## src/rtl/eprom_seq_pkg.sv

```systemverilog
package eprom_seq_pkg;
  typedef enum logic [2:0] {
    ST_IDLE,
    ST_P_INH,
    ST_P_PULSE,
    ST_R_STBY,
    ST_R_EN
  } seq_state_t;

  typedef enum logic [1:0] {
    PAT_CHECKER     = 2'b00,
    PAT_CHECKER_INV = 2'b01,
    PAT_ZERO        = 2'b10,
    PAT_ONE         = 2'b11
  } pat_t;
endpackage

```

## src/rtl/eprom_pattern_gen.sv

```systemverilog
module eprom_pattern_gen
  import eprom_seq_pkg::*;
#(
  parameter int DATA_W = 8
) (
  input  pat_t              pat,
  input  logic              blank,
  input  logic              row_odd,
  output logic [DATA_W-1:0] exp_data
);
  logic [DATA_W-1:0] chk_word;

  for (genvar g = 0; g < DATA_W; g++) begin : g_chk
    assign chk_word[g] = 1'(g % 2);
  end

  always_comb begin
    if (blank) begin
      exp_data = '1;
    end else begin
      unique case (pat)
        PAT_CHECKER:     exp_data = row_odd ? ~chk_word : chk_word;
        PAT_CHECKER_INV: exp_data = row_odd ? chk_word : ~chk_word;
        PAT_ZERO:        exp_data = '0;
        default:         exp_data = '1;
      endcase
    end
  end
endmodule

```

## src/rtl/eprom_bit_tally.sv

```systemverilog
module eprom_bit_tally #(
  parameter int ADDR_W = 16,
  parameter int DATA_W = 8,
  parameter int CNT_W  = 16
) (
  input  logic              clk,
  input  logic              rst_n,
  input  logic              clear,
  input  logic              cmp_en,
  input  logic [ADDR_W-1:0] addr,
  input  logic [DATA_W-1:0] rd_data,
  input  logic [DATA_W-1:0] exp_data,
  output logic              fail,
  output logic [ADDR_W-1:0] fail_addr,
  output logic [CNT_W-1:0]  err_bits
);
  localparam int PW = $clog2(DATA_W + 1);
  localparam logic [CNT_W-1:0] CNT_MAX = '1;

  logic [DATA_W-1:0] diff;
  logic [PW-1:0]     pop;
  logic [CNT_W:0]    sum;

  always_comb begin
    diff = rd_data ^ exp_data;
    pop  = '0;
    for (int i = 0; i < DATA_W; i++) pop = pop + PW'(diff[i]);
    sum = {1'b0, err_bits} + (CNT_W + 1)'(pop);
  end

  always_ff @(posedge clk) begin
    if (!rst_n || clear) begin
      fail      <= 1'b0;
      fail_addr <= '0;
      err_bits  <= '0;
    end else if (cmp_en) begin
      if ((|diff) && !fail) begin
        fail      <= 1'b1;
        fail_addr <= addr;
      end
      err_bits <= sum[CNT_W] ? CNT_MAX : sum[CNT_W-1:0];
    end
  end
endmodule

```

## src/rtl/eprom_mode_fsm.sv

```systemverilog
module eprom_mode_fsm
  import eprom_seq_pkg::*;
#(
  parameter int ADDR_W = 16
) (
  input  logic              clk,
  input  logic              rst_n,
  input  logic              start,
  input  logic              blank_run,
  output logic [ADDR_W-1:0] addr,
  output logic              accept,
  output logic              blank_q,
  output logic              ce_n,
  output logic              oe_n,
  output logic              vpp_hi,
  output logic              wr_en,
  output logic              cmp_en,
  output logic              done
);
  localparam logic [ADDR_W-1:0] LAST = '1;

  seq_state_t state;
  logic       last;

  assign last   = (addr == LAST);
  assign accept = start && (state == ST_IDLE);
  assign ce_n   = !((state == ST_P_PULSE) || (state == ST_R_EN));
  assign vpp_hi = (state == ST_P_INH) || (state == ST_P_PULSE);
  assign oe_n   = !((state == ST_R_STBY) || (state == ST_R_EN));
  assign wr_en  = (state == ST_P_PULSE);
  assign cmp_en = (state == ST_R_EN);

  always_ff @(posedge clk) begin
    if (!rst_n) begin
      state   <= ST_IDLE;
      addr    <= '0;
      blank_q <= 1'b0;
      done    <= 1'b0;
    end else begin
      done <= 1'b0;
      unique case (state)
        ST_IDLE: if (start) begin
          addr    <= '0;
          blank_q <= blank_run;
          state   <= blank_run ? ST_R_STBY : ST_P_INH;
        end
        ST_P_INH: state <= ST_P_PULSE;
        ST_P_PULSE: begin
          if (last) begin
            done  <= 1'b1;
            addr  <= '0;
            state <= ST_R_STBY;
          end else begin
            addr  <= addr + 1'b1;
            state <= ST_P_INH;
          end
        end
        ST_R_STBY: state <= ST_R_EN;
        default: begin
          if (last) begin
            done  <= 1'b1;
            state <= ST_IDLE;
          end else begin
            addr  <= addr + 1'b1;
            state <= ST_R_STBY;
          end
        end
      endcase
    end
  end
endmodule

```

## src/rtl/eprom_sweep_seq.sv

```systemverilog
module eprom_sweep_seq
  import eprom_seq_pkg::*;
#(
  parameter int ADDR_W = 16,
  parameter int DATA_W = 8,
  parameter int CNT_W  = 16
) (
  input  logic              clk,
  input  logic              rst_n,
  input  logic              start,
  input  logic              blank_run,
  input  logic [1:0]        pat_sel,
  input  logic [DATA_W-1:0] rd_data,
  output logic [ADDR_W-1:0] addr,
  output logic [DATA_W-1:0] wr_data,
  output logic              wr_en,
  output logic              ce_n,
  output logic              oe_n,
  output logic              vpp_hi,
  output logic              done,
  output logic              pass,
  output logic [ADDR_W-1:0] fail_addr,
  output logic [CNT_W-1:0]  err_bits
);
  localparam int ROW_BIT = ADDR_W / 2;

  logic              accept, blank_q, cmp_en, fail;
  logic [DATA_W-1:0] exp_data;
  pat_t              pat_q;

  always_ff @(posedge clk) begin
    if (!rst_n)      pat_q <= PAT_CHECKER;
    else if (accept) pat_q <= pat_t'(pat_sel);
  end

  eprom_mode_fsm #(.ADDR_W(ADDR_W)) u_fsm (
    .clk(clk), .rst_n(rst_n), .start(start), .blank_run(blank_run),
    .addr(addr), .accept(accept), .blank_q(blank_q),
    .ce_n(ce_n), .oe_n(oe_n), .vpp_hi(vpp_hi), .wr_en(wr_en),
    .cmp_en(cmp_en), .done(done)
  );

  eprom_pattern_gen #(.DATA_W(DATA_W)) u_pat (
    .pat(pat_q), .blank(blank_q), .row_odd(addr[0] ^ addr[ROW_BIT]),
    .exp_data(exp_data)
  );

  eprom_bit_tally #(.ADDR_W(ADDR_W), .DATA_W(DATA_W), .CNT_W(CNT_W)) u_tally (
    .clk(clk), .rst_n(rst_n), .clear(accept), .cmp_en(cmp_en),
    .addr(addr), .rd_data(rd_data), .exp_data(exp_data),
    .fail(fail), .fail_addr(fail_addr), .err_bits(err_bits)
  );

  assign wr_data = wr_en ? exp_data : '0;
  assign pass    = !fail;
endmodule

```

## config.mk

```make
export PLATFORM = sky130hd
export DESIGN_NAME = eprom_sweep_seq
export DESIGN_NICKNAME = d
export VERILOG_FILES = /design/src/rtl/eprom_seq_pkg.sv /design/src/rtl/eprom_pattern_gen.sv /design/src/rtl/eprom_bit_tally.sv /design/src/rtl/eprom_mode_fsm.sv /design/src/rtl/eprom_sweep_seq.sv
export SDC_FILE = /design/constraint.sdc
export NUM_CORES = 1
export LEC_CHECK = 0
export CAP_MARGIN = 20
export CORE_MARGIN = 8
export CORE_UTILIZATION = 53
export CTS_CLUSTER_SIZE = 10
export DETAILED_ROUTE_END_ITERATION = 7
export PLACE_DENSITY = 0.85
export SYNTH_ARGS = -nofsm -noshare
export SYNTH_HDL_FRONTEND = slang
export SYNTH_SLANG_ARGS = --single-unit
```

## constraint.sdc

```tcl
create_clock -name clk -period 9.95 [get_ports clk]
set_input_delay 1.99 -clock clk [delete_from_list [all_inputs] [get_ports clk]]
set_output_delay 1.99 -clock clk [all_outputs]
set_load 0.1 [all_outputs]
```

==> results.json, run 1 <==
{
  "outcome": "complete, no violations",
  "synth_seq_cells": 56,
  "cts.sinks": 56,
  "internal-power_mw": 0.3753,
  "synth_area_mm2": 0.003053,
  "leakage_nw": 1.379,
  "clock_tree.buffer_depth": 2,
  "synth_top_flop_cell": "dfxtp_1",
  "finalWirelength_um": 7656,
  "hold_viol": 0,
  "path_max_fanout": 6,
  "nets": 442,
  "cts_tree": "yes",
  "crit_type": "in -> reg",
  "finClkSkew_ns": 0.006738,
  "hold_buffers": 0,
  "portBuffers": 75,
  "pwr-share-clk_pct": 20.7,
  "cts_setup_buffers": 0,
  "setup_viol": 0,
  "synth_fp_nets": 382,
  "crit_required_ns": 10.21,
  "cts_max_level": 2,
  "report.final.slew_viol_count": 0,
  "setup_ws_ns": 3.467,
  "io_pins": 76,
  "mostFrequentLayoutCell": "clkdlybuf4s50_1",
  "syn_inst": 354,
  "fp-row-count": 27,
  "p_comb_share_pct": 41.3,
  "drive_above_1_share_pct": 5.301,
  "wire_per_inst_um": 15.72,
  "drtAntennaViolNets": 0,
  "setup-tns-final_ns": 0,
  "yosysTopAreaCell": "dfxtp_1",
  "grt_pass1_vias": 2701,
  "synth.distinct_cells": 55,
  "grt_pass1_wl_um": 12880,
  "holdWs_ns": 0.4714,
  "fin_crit_sh_pct": 65.16,
  "cp-end-kind": "flip-flop",
  "place_congestion": 0.8818,
  "async_flop_share_pct": 0,
  "post-place-ws_ns": 3.170,
  "synth_top_cell_area_share_pct": 36.72,
  "grt_max_degree": 25,
  "die_h_um": 91.90,
  "relSlewSlack_pct": 33.17,
  "seq_area_frac_synth_pct": 36.72,
  "antenna_found_initial": 0,
  "dp.cells": 479,
  "cts_inserted_buffers": 5,
  "maxCapViolations": 0,
  "hpwl_um": 5871,
  "sw_frac_of_total_pct": 38.68,
  "drtIter0Drc": 212,
  "crit_arrival_ns": 6.75,
  "finalNonFillerCells": 487,
  "clk_pin_slew_ns": 0.10,
  "tightest_slew_ns": 0.9994,
  "rsz0062_at_grt": "false",
  "synth_warnings": 0,
  "power.share.sequential_pct": 38.1,
  "n_antenna_cell": 0,
  "p_sw_mw": 0.2367,
  "power_mw": 0.6120,
  "synth_edf_count": 0,
  "die_area_mm2": 0.008445,
  "fin_crit_ns": 6.483,
  "fmax_ghz": 0.1542,
  "synth_area_leaders": "dfxtp_1 (37%), nand2_1 (5.3%), xor2_1 (4.3%)",
  "start_util_pct": 55.10,
  "root_buffer": "clkbuf_8",
  "area_delta_synth_final_pct": 26.72,
  "syn_area_per_cell_um2": 8.624,
  "viasPerCell": 5.647,
  "powerDensity_mw_per_mm2": 158.2,
  "start_kind": "input port",
  "drtPass1Iterations": 6,
  "min_path_type": "reg -> reg",
  "overflow": 0,
  "clk_latency_ns": 0.31,
  "vias": 2750,
  "ctsResizeCount": 0,
  "dieWidth_um": 91.90,
  "grtUsageTotal_pct": 18.15,
  "ir_worst_vdd_mv": 0.1045,
  "layout_common_cells": "clkdlybuf4s50_1 (75), dfxtp_1 (56), nand2_1 (43)",
  "core_area_mm2": 0.005540,
  "drc": 0
}
==> worst paths after layout <==
check | endpoint | startpoint | cells after the start | slack (ns)
hold / removal | u_tally.fail_addr[7] | u_tally.fail_addr[7] | 2 | 0.47
hold reg to reg | u_tally.fail_addr[7] | u_tally.fail_addr[7] | 2 | 0.47
setup / recovery | u_tally.err_bits[13] | rd_data[0] | 15 | 3.47
setup reg to reg | u_tally.err_bits[13] | u_fsm.addr[0] | 17 | 4.20
==> critical path, cell delays in order <==
cell and delay, ns:
clkdlybuf4s50_1 0.43, xnor2_1 0.24, ha_1 0.29, fa_1 0.55, inv_1 0.06, fa_1 0.50
fa_1 0.48, fa_1 0.52, fa_1 0.46, nor2b_1 0.12, o21ai_0 0.15, a21oi_1 0.46
nand2_1 0.23, nand3_1 0.14, o211a_1 0.14
==> sequential cells by signal, indices dropped and copies added (netlist names) <==
register           cells
u_fsm.addr            16
u_tally.err_bits      16
u_tally.fail_addr     16
u_fsm.state            3
pat_q                  2
u_fsm.blank_q          1
u_fsm.done             1
u_tally.fail           1
==> power by group through the flow <==
| stage | clock [mW] | sequential (mW) | combinational, mW |
|---|---|---|---|
| final | 0.126 | 0.233 | 0.253 |
| after global routing | 0.139 | 0.234 | 0.282 |
| after CTS | 0.130 | 0.233 | 0.255 |
| after detailed placement | 0 | 0.238 | 0.254 |
| after global placement | 0 | 0.238 | 0.235 |
| after floorplan | 0 | 0.243 | 0.197 |
==> metal layers <==
metal / track usage (%) / share of wire (%)
met1: 21.94 / 41
met2: 31.23 / 51
met3: 4.890 / 7.0
met4: 4.161 / 0.78
met5: 0 / 0
==> through the flow <==
step,util (%),cell area (µm²)
6_report,69.83,3869
2_1_floorplan,-,3053
3_5_place_dp,68.18,3777
5_1_grt,69.83,3869
3_3_place_gp,68.18,3777
4_1_cts,69.83,3869
==> cell type report <==
type / count / area (µm²)
clock buffer: 5 / 68.82
inverter: 18 / 67.56
fill: 459 / 1672
timing repair buffer: 75 / 750.7
multi-input combinational: 258 / 1748
tap: 72 / 90.09
clock inverter: 3 / 22.52
sequential: 56 / 1121
==> synthesized netlist by cell type, types with 8 or more instances <==
| cell type | n |
|---|---|
| nand3_1 | 17 |
| dfxtp_1 | 56 |
| clkbuf_1 | 12 |
| o21ai_0 | 10 |
| o22ai_1 | 10 |
| inv_1 | 18 |
| nor2_1 | 26 |
| xnor2_1 | 14 |
| ha_1 | 9 |
| and3_1 | 8 |
| buf_4 | 8 |
| xor2_1 | 15 |
| a21oi_1 | 15 |
| nand2_1 | 43 |
| nor3_1 | 11 |
==> kinds of logic after synthesis <==
logic type / synth area share, %
xor gates and xnor gates: 8.853
buffers and inverters: 6.188
adders and majority gates: 6.967
muxes: 1.393
and+or+nand+nor: 23.61
AOI/OAI and AO/OA: 16.27
DFF: 36.72
(Power assumes the default switching activity.)
==> run 2: changes to the inputs <==
--- a/config.mk
+++ b/config.mk
@@ -7,10 +7,10 @@
 export LEC_CHECK = 0
 export CAP_MARGIN = 20
 export CORE_MARGIN = 8
-export CORE_UTILIZATION = 53
+export CORE_UTILIZATION = 49
 export CTS_CLUSTER_SIZE = 10
 export DETAILED_ROUTE_END_ITERATION = 7
-export PLACE_DENSITY = 0.85
+export PLACE_DENSITY = 0.8
 export SYNTH_ARGS = -nofsm -noshare
 export SYNTH_HDL_FRONTEND = slang
 export SYNTH_SLANG_ARGS = --single-unit
==> constraint.sdc (replaced) <==
create_clock -name clk -period 6.1 [get_ports clk]
set_input_delay 1.22 -clock clk [delete_from_list [all_inputs] [get_ports clk]]
set_output_delay 1.22 -clock clk [all_outputs]
set_load 0.1 [all_outputs]
==> results.json, run 2 (same netlist as run 1, synthesis figures left out) <==
{
  "finalNonFillerCells": 492,
  "hpwl_um": 5787,
  "drive_above_1_share_pct": 5.755,
  "reg2reg_to": "u_tally.err_bits[14]",
  "crit_required_ns": 6.34,
  "grtUsageTotal_pct": 17.08,
  "cts_inserted_buffers": 5,
  "fmax_ghz": 0.1758,
  "io_pins": 76,
  "r2r-start": "u_fsm.addr[0]",
  "maxCapViolations": 0,
  "drtIter0Drc": 151,
  "final_util_pct": 65.32,
  "min_path_type": "reg -> reg",
  "portBuffers": 75,
  "outcome": "complete, no violations",
  "viasPerCell": 5.518,
  "leakage_nw": 1.386,
  "cp-end-kind": "flip-flop",
  "power_mw": 0.9974,
  "antenna_found_initial": 0,
  "dp.cells": 484,
  "drtAntennaViolNets": 0,
  "cts_setup_buffers": 0,
  "setup_viol": 0,
  "mostFrequentLayoutCell": "clkdlybuf4s50_1",
  "dieWidth_um": 94.94,
  "reg_top3": "u_fsm.addr: 16 flops, u_tally.err_bits: 16 flops, u_tally.fail_addr: 16 flops",
  "area_delta_synth_final_pct": 27.42,
  "fp-row-count": 28,
  "cts_max_level": 2,
  "path_max_fanout": 6,
  "ctsResizeCount": 0,
  "rsz0062_at_grt": "false",
  "nets": 444,
  "holdWs_ns": 0.4627,
  "setup-tns-final_ns": 0,
  "clk_latency_ns": 0.32,
  "relSlewSlack_pct": 32.79,
  "vias": 2715,
  "rrSetupSlack_ns": 0.41,
  "clock_tree.buffer_depth": 2,
  "core_area_mm2": 0.005956,
  "cp-endpoint": "u_tally.err_bits[14]",
  "tightest_slew_ns": 1.005,
  "layout_common_cells": "clkdlybuf4s50_1 (75), dfxtp_1 (56), nand2_1 (43)",
  "hold_buffers": 0,
  "root_buffer": "clkbuf_8",
  "report.final.slew_viol_count": 0,
  "crit_arrival_ns": 5.92,
  "fin_crit_ns": 5.689,
  "crit_type": "reg -> reg",
  "wire_per_inst_um": 15.66,
  "ir_worst_vdd_mv": 0.2220,
  "cp-startpoint": "u_fsm.addr[0]",
  "finClkSkew_ns": 0.009323,
  "clk_pin_slew_ns": 0.11,
  "cts_tree": "yes",
  "grt_pass1_vias": 2648,
  "die_area_mm2": 0.009013,
  "hold_viol": 0,
  "n_antenna_cell": 0,
  "cts.sinks": 56,
  "finalWirelength_um": 7705,
  "grt_max_degree": 25,
  "grt_pass1_wl_um": 12540,
  "start_kind": "flip-flop",
  "start_util_pct": 51.26,
  "drtPass1Iterations": 5,
  "overflow": 0,
  "powerDensity_mw_per_mm2": 256.4,
  "drc": 0,
  "fin_crit_sh_pct": 93.26,
  "fillers": 516,
  "place_congestion": 0.9193,
  "die_h_um": 94.94,
  "reg2reg_depth": 17
}
==> run 2: changes by cell type in the layout (fill, tap and decap cells not counted), sizes merged <==
cell and delta:
buf +2, clkinv -2, clkinvlp +1, inv +1
==> run 2: worst min path at each step <==
| stage | endpoint | start | slack (ns) | cells after the start |
|---|---|---|---|---|
| 6_report | u_tally.fail_addr[7] | u_tally.fail_addr[7] | 0.46 | 2 |
| 5_1_grt | u_tally.fail_addr[13] | u_tally.fail_addr[13] | 0.50 | 2 |
| 4_1_cts | u_tally.fail_addr[7] | u_tally.fail_addr[7] | 0.47 | 2 |
| 3_5_place_dp | u_tally.fail_addr[7] | u_tally.fail_addr[7] | 0.45 | 2 |
| 3_3_place_gp | u_tally.fail_addr[7] | u_tally.fail_addr[7] | 0.44 | 2 |
| 2_1_floorplan | pat_q[0] | pat_q[0] | 0.49 | 2 |
==> run 2: cell type report <==
class	instances	area, µm²	area share, %
multi-input combinational	258	1748	44.93
sequential	56	1121	28.82
timing repair buffer	77	765.7	19.68
tap	75	93.84	2.412
clock buffer	5	68.82	1.769
inverter	18	67.56	1.737
clock inverter	3	25.02	0.6433
==> run 2: per-stage QoR <==
| stage | worst slack (ns) | area [µm²] |
|---|---|---|
| 2_1_floorplan | 0.1135 | 3053 |
| 3_3_place_gp | 0.2785 | 3796 |
| 3_5_place_dp | 0.1591 | 3796 |
| 4_1_cts | 0.4207 | 3890 |
| 5_1_grt | 0.01734 | 3890 |
| 6_report | 0.4112 | 3890 |
==> run 2: layer usage <==
metal,track usage [%],part of all wire [%],up-vias
met3,4.921,7.8,10
met1,20.57,43,1262
met4,6.112,1.4,0
met5,0,0,-
met2,28.33,48,87
li1,-,-,1356
==> run 2: critical path: stages, from the launching register on <==
cell	delay, ns
dfxtp_1	0.50
xor2_2	0.27
nor3_1	0.08
or3b_1	0.54
xor2_1	0.23
ha_1	0.32
fa_1	0.53
inv_1	0.05
fa_1	0.50
fa_1	0.48
fa_1	0.49
fa_1	0.44
nor2b_1	0.12
o21ai_0	0.13
a211o_1	0.40
nor2_1	0.21
a31oi_1	0.11
a211oi_1	0.20
==> run 2: where the power goes <==
part | total (mW) | switching, mW | internal [mW] | leakage, nW
logic | 0.400 | 0.245 | 0.155 | 0.889
registers | 0.380 | 0.00993 | 0.370 | 0.452
clock network | 0.217 | 0.133 | 0.0841 | 0.0452
==> run 3: changes to the inputs <==
--- a/config.mk
+++ b/config.mk
@@ -14,3 +14,4 @@
 export SYNTH_ARGS = -nofsm -noshare
 export SYNTH_HDL_FRONTEND = slang
 export SYNTH_SLANG_ARGS = --single-unit
+export TNS_END_PERCENT = 10
==> constraint.sdc (replaced) <==
create_clock -name clk -period 6.1 [get_ports clk]
set_input_delay 1.22 -clock clk [delete_from_list [all_inputs] [get_ports clk]]
set_output_delay 1.22 -clock clk [all_outputs]
set_load 0.02 [all_outputs]
==> results of run 3 <==
The final DEF is identical to that of run 2. Status: complete, no violations.
Among the figures that moved: total power 0.9974 mW -> 0.9369 mW; worst IR drop on VDD 0.2220 mV -> 0.2192 mV
